`src/rtl/fob_pkg.sv`:
```
package fob_pkg;
    localparam int NLANE = 2;

    typedef enum logic [1:0] {
        ST_IDLE = 2'd0,
        ST_RUN  = 2'd1,
        ST_SCAN = 2'd2,
        ST_DONE = 2'd3
    } fob_state_t;
endpackage

```
`src/rtl/fob_ctrl.sv`:
```
module fob_ctrl
    import fob_pkg::*;
#(
    parameter int ID_W = 4
) (
    input  logic            clk,
    input  logic            rst_n,
    input  logic            start,
    input  logic            fin,
    input  logic            err_in,
    input  logic            ent_bad,
    output logic            act,
    output logic            clr,
    output logic [ID_W-1:0] scan_idx,
    output logic            done,
    output logic            pass,
    output logic            err_q,
    output fob_state_t      state
);
    fob_state_t state_q, state_d;
    logic [ID_W-1:0] idx_q;
    logic bad_q, pass_q, last;

    assign last = (idx_q == {ID_W{1'b1}});

    always_comb begin
        state_d = state_q;
        if (start) begin
            state_d = ST_RUN;
        end else begin
            unique case (state_q)
                ST_IDLE: state_d = ST_IDLE;
                ST_RUN:  if (fin)  state_d = ST_SCAN;
                ST_SCAN: if (last) state_d = ST_DONE;
                ST_DONE: state_d = ST_DONE;
            endcase
        end
    end

    always_ff @(posedge clk or negedge rst_n) begin
        if (!rst_n) state_q <= ST_IDLE;
        else        state_q <= state_d;
    end

    always_ff @(posedge clk or negedge rst_n) begin
        if (!rst_n) begin
            idx_q  <= '0;
            err_q  <= 1'b0;
            bad_q  <= 1'b0;
            pass_q <= 1'b0;
        end else if (start) begin
            idx_q  <= '0;
            err_q  <= 1'b0;
            bad_q  <= 1'b0;
            pass_q <= 1'b0;
        end else begin
            unique case (state_q)
                ST_RUN: begin
                    if (err_in) err_q <= 1'b1;
                    if (fin) begin
                        idx_q  <= '0;
                        bad_q  <= 1'b0;
                        pass_q <= 1'b0;
                    end
                end
                ST_SCAN: begin
                    if (ent_bad) bad_q <= 1'b1;
                    idx_q <= idx_q + 1'b1;
                    if (last) pass_q <= !err_q && !bad_q && !ent_bad;
                end
                default: ;
            endcase
        end
    end

    always_comb begin
        act      = (state_q == ST_RUN) && !start;
        clr      = start;
        scan_idx = idx_q;
        done     = (state_q == ST_DONE);
        pass     = pass_q;
        state    = state_q;
    end
endmodule

```
`config.mk`:
```
export PLATFORM = sky130hd
export DESIGN_NAME = fob_ctrl
export DESIGN_NICKNAME = d
export VERILOG_FILES = /design/src/rtl/fob_pkg.sv /design/src/rtl/fob_ctrl.sv
export SDC_FILE = /design/constraint.sdc
export NUM_CORES = 1
export LEC_CHECK = 0
export ABC_AREA = 1
export CORE_AREA = 2 2 39 41
export CTS_CLUSTER_SIZE = 8
export DETAILED_ROUTE_END_ITERATION = 16
export DIE_AREA = 0 0 41 43
export DONT_BUFFER_PORTS = 1
export PLACE_DENSITY_LB_ADDON = 0.05
export REMOVE_ABC_BUFFERS = 1
export SYNTH_ARGS = -nofsm -noshare
export SYNTH_HDL_FRONTEND = slang
export SYNTH_SLANG_ARGS = --single-unit
```
`constraint.sdc`:
```
create_clock -name clk -period 1.5 [get_ports clk]
set_input_delay 0.075 -clock clk [delete_from_list [all_inputs] [get_ports clk]]
set_output_delay 0.075 -clock clk [all_outputs]
set_load 0.02 [all_outputs]
```
Yosys cells after proc, flatten, opt, wreduce, memory -nomap -nowiden

Cells that the tools add are included.

Add/subtract/negate cells: 1
Multiply operators: 0
Div/mod/pow operators: 0
Magnitude comparators: 0
Equality and inequality tests: 7
Shifts and indexed selects: 0
Multiplexer cells: 17
Bitwise operators: 0
Reductions and logical operators: 16

Operators by type and width:

| operator            | count |
|---|---|
| $ne 3x3->1 const B  | 3 |
| $mux 1              | 8 |
| $mux 4              | 2 |
| $pmux 2 s4          | 1 |
| $pmux 4 s2          | 1 |
| $mux 2              | 3 |
| $reduce_and 2->1    | 3 |
| $reduce_and 3->1    | 2 |
| $add 4x1->4 const B | 1 |
| $eq 2x2->1 const B  | 2 |
| $eq 4x4->1 const B  | 1 |
| $logic_not 1->1     | 4 |
| $pmux 1 s2          | 2 |
| $reduce_bool 2->1   | 2 |
| $logic_and 1x1->1   | 3 |
| $reduce_bool 3->1   | 1 |
| $eq 2x1->1 const B  | 1 |
| $logic_not 2->1     | 1 |

Register bits: 9
Bits in latches: 0
Memory bits (writable): 0
Memory bits (read-only): 0
Input port bits: 6
Output and inout port bits: 11
Logic and storage cells: 46
Memories: 0

Logic depth before layout (Yosys ltp)

Word-level depth: 6
Depth in mapped cells: 6
Mapped depth without buffers: 6

Worst setup path after synthesis

No wires, ideal clock.

Kind: reg-to-reg
Start: reg state_q[1], in the netlist state[1]
End: reg err_q
Setup time: 83 ps
Arrival time: 1,139 ps
Data required time: 1,417 ps
Slack: 278 ps
Stages on the path, launching flop included: 6
Buffers on the path: 0
Clock period less this slack: 1,222 ps
Cells stage by stage: dfrtp_1 > inv_2 > nand2_1 > nor2_1 > nand2_1 > o21ai_0

Cells in the longest elaborated chain, start to end: 3

Ends and longest elaborated chain:

| what                        | line           | text |
|---|---|---|
| start, declared             | fob_ctrl.sv:20 | `fob_state_t state_q, state_d;` |
| start signal, assigned      | fob_ctrl.sv:42 | `else state_q <= state_d;` |
| $eq 2x1->1                  | fob_ctrl.sv:57 | `unique case (state_q)` |
| $reduce_bool 2->1 (no line) | n/a            |  |
| $reduce_and 2->1 (no line)  | n/a            |  |
| end signal, assigned        | fob_ctrl.sv:48 | `err_q <= 1'b0;` |
| end signal, assigned        | fob_ctrl.sv:53 | `err_q <= 1'b0;` |
| end signal, assigned        | fob_ctrl.sv:59 | `if (err_in) err_q <= 1'b1;` |
| end, declared               | fob_ctrl.sv:17 | `output logic err_q,` |

Every way passes these cells.
A chain may end at the register's enable or synchronous reset.

Worst setup path in the final report

Start: reg state_q[0], in the netlist state[0]
End: out act

Cells in the longest elaborated chain, start to end: 2

Ends and longest elaborated chain:

| what              | line           | text |
|---|---|---|
| $eq 2x1->1        | fob_ctrl.sv:77 | `act = (state_q == ST_RUN) && !start;` |
| $logic_and 1x1->1 | fob_ctrl.sv:77 |  |
| end, declared     | fob_ctrl.sv:12 | `output logic act,` |

Every way passes these cells.

==> metrics.yaml <==
core_area_um2: 1380
cts_tree: "done"
drc: 0
fmax_mhz: 730
hold_class: "in2reg"
fin_skew_ps: 1.02
intPower_w: 0.000427
vias: 440
path_cells: "nand2_1, nor2_1, buf_4"
critPathMaxFanout: 6
endpoint_kind: "output pin"
final.fill_count: 145
synthDistinctLibCells: 16
sw_frac_of_total_pct: 36.0
switching_power_w: 0.000240
synth.yosys.seq_area_share_pct: 45.7
die_h_um: 43
period_needed_ps: 1370
dieArea_um2: 1760
outcome: "completed"
slew_headroom_pct: 70.4
clk_latency_ps: 270
cp.arrival_ps: 1290
min_period_over_period_pct: 91.3
antenna_found_initial: 0
boundaryPins: 17
avgSynthCellArea_um2: 7.70
cpPeakStageDelay_ps: 580
place_area_um2: 536
drt_wl_total_um: 1070
numCtsBuffers: 3
path_buf_inv: 1
hold_viol_final: 0
rsz0062_at_grt: "no"
antenna_left: 0
h-tree-depth: 1
grt_pass1_vias: 409
grt_max_degree: 10
nets: 83
final-setup-viol-count: 0
critPathLaunchType: "flip-flop"
crit_type: "reg2out"
cts_buffer_depth: 2
fin_area_um2: 602
combPwrFrac_pct: 25.7
port_buffers: 0
drive_gt1_share_pct: 20.0
report.final.slew_viol_count: 0
diodes: 0
final_util_pct: 43.5
cts_sinks: 9
syn_area_um2: 493
postCtsSetupBuffers: 0
p_per_area_nw_per_um2: 1110
die_width_um: 41
required_ps: 1420
fp-row-count: 14
drt_iter0_drc: 7
start_util_pct: 35.6
gr-total-overflow: 0
clk_pin_slew_ps: 60
setup_tns_ps: 0
vias_per_cell: 4.84
area_growth_syn_to_layout_pct: 22.1
dp_hpwl_um: 800
yosysWarnings: 0
gp_congestion: 0.667
p_clk_share_pct: 29.2
drv_cap: 0
crit_slowest_cell: "dfrtp_1"
synthCells: 64
critPathTopFamily: "flip-flops"
leakagePower_nw: 0.332
worst_hold_slack_ps: 22.2
wl_per_cell_um: 11.7
worst_slew_pin_slew_ps: 442
seq_power_share_pct: 45.1
clock-root-buffer: "clkbuf_4"
peakVddDrop_uv: 653
gr-usage-all-layers_pct: 14.8
ys_ff_latch: 9
dr.pass1.iters: 3
grt_pass1_wl_um: 1690
## per-stage QoR
step	std cells	power (W)	setup WS (ps)
2_1_floorplan	63	0.000420	278
3_3_place_gp	83	0.000467	310
3_5_place_dp	83	0.000466	310
4_1_cts	91	0.000679	105
5_1_grt	91	0.000713	55.6
6_report	91	0.000668	131
## worst min-delay path, cell delays in order
cell and delay [ps]:
inv_2 50, nand3_1 80, nand2_1 50
## kinds of logic after synthesis
family	Yosys count	share of synthesized area, %
flops	9	45.7
simple gates	39	37.3
buf+inv	10	8.38
compound gates	4	4.06
fa+ha+maj	1	2.54
mux	1	2.03
## final timing paths
path	startpoint	cells after the start	to	slack [ps]
hold / removal	start	3	scan_idx[1]	20
setup reg to reg	state[0]	5	pass	300
setup / recovery	state[0]	3	act	130
min in group asynchronous	rst_n	1	scan_idx[3]	180
hold reg to reg	bad_q	2	bad_q	490
max in group asynchronous	rst_n	1	scan_idx[1]	1010
## area by class of cell
type | instances | area [µm²] | area share, %
inverter | 9 | 33.8 | 5.61
tap | 16 | 20.0 | 3.33
timing repair buffer | 8 | 70.1 | 11.6
multi-input combinational | 45 | 226 | 37.6
sequential | 9 | 225 | 37.4
clock buffer | 4 | 26.3 | 4.37
## cell usage after synthesis, drive strengths merged
master | number | area [µm²]
o21ai | 3 | 15.0
dfrtp | 9 | 225
ha | 1 | 12.5
nor2 | 6 | 30.0
a21oi | 1 | 5.00
inv | 9 | 33.8
nand3 | 8 | 50.1
nand2 | 21 | 78.8
buf | 1 | 7.51
mux2i | 1 | 10.0
or2 | 1 | 6.26
nand4 | 3 | 18.8
## sequential cells by signal (all words and copies together) (netlist names)
register	count
err_q	1
scan_idx	4
state	2
bad_q	1
pass	1
## repair_timing
action / 4_1_cts / 5_1_grt
endpoints found under the hold margin: 12 / 0
resized for setup: 0 / 0
hold buffers: 4 / 0
## metal layers
metal  global-route usage [%]  part of all wire (%)
met5                        0                     0
met4                     12.0                   3.2
met3                     3.66                   7.9
met2                     19.1                    43
met1                     19.9                    46
## placed cells by master (no fill, tap or decap)
| master | instances |
|---|---|
| nor2_4 | 1 |
| inv_2 | 4 |
| nand4_1 | 3 |
| o21ai_0 | 2 |
| inv_1 | 5 |
| dfrtp_1 | 9 |
| a21oi_1 | 1 |
| clkbuf_4 | 3 |
| nor2_1 | 5 |
| nand2_1 | 21 |
| dlygate4sd3_1 | 4 |
| mux2i_1 | 1 |
| nand3_1 | 6 |
| nand3_2 | 2 |
| clkbuf_1 | 1 |
| buf_4 | 4 |
| o21ai_1 | 1 |
| ha_1 | 1 |
| or2_2 | 1 |
## power by group through the flow
stage | sequential, W | clock, W | combinational [W]
after floorplan | 0.000321 | 0 | 0.0000989
after global placement | 0.000306 | 0 | 0.000161
after detailed placement | 0.000306 | 0 | 0.000160
after CTS | 0.000301 | 0.000202 | 0.000175
after global routing | 0.000306 | 0.000214 | 0.000193
final | 0.000301 | 0.000195 | 0.000172
(Power assumes the default switching activity.)
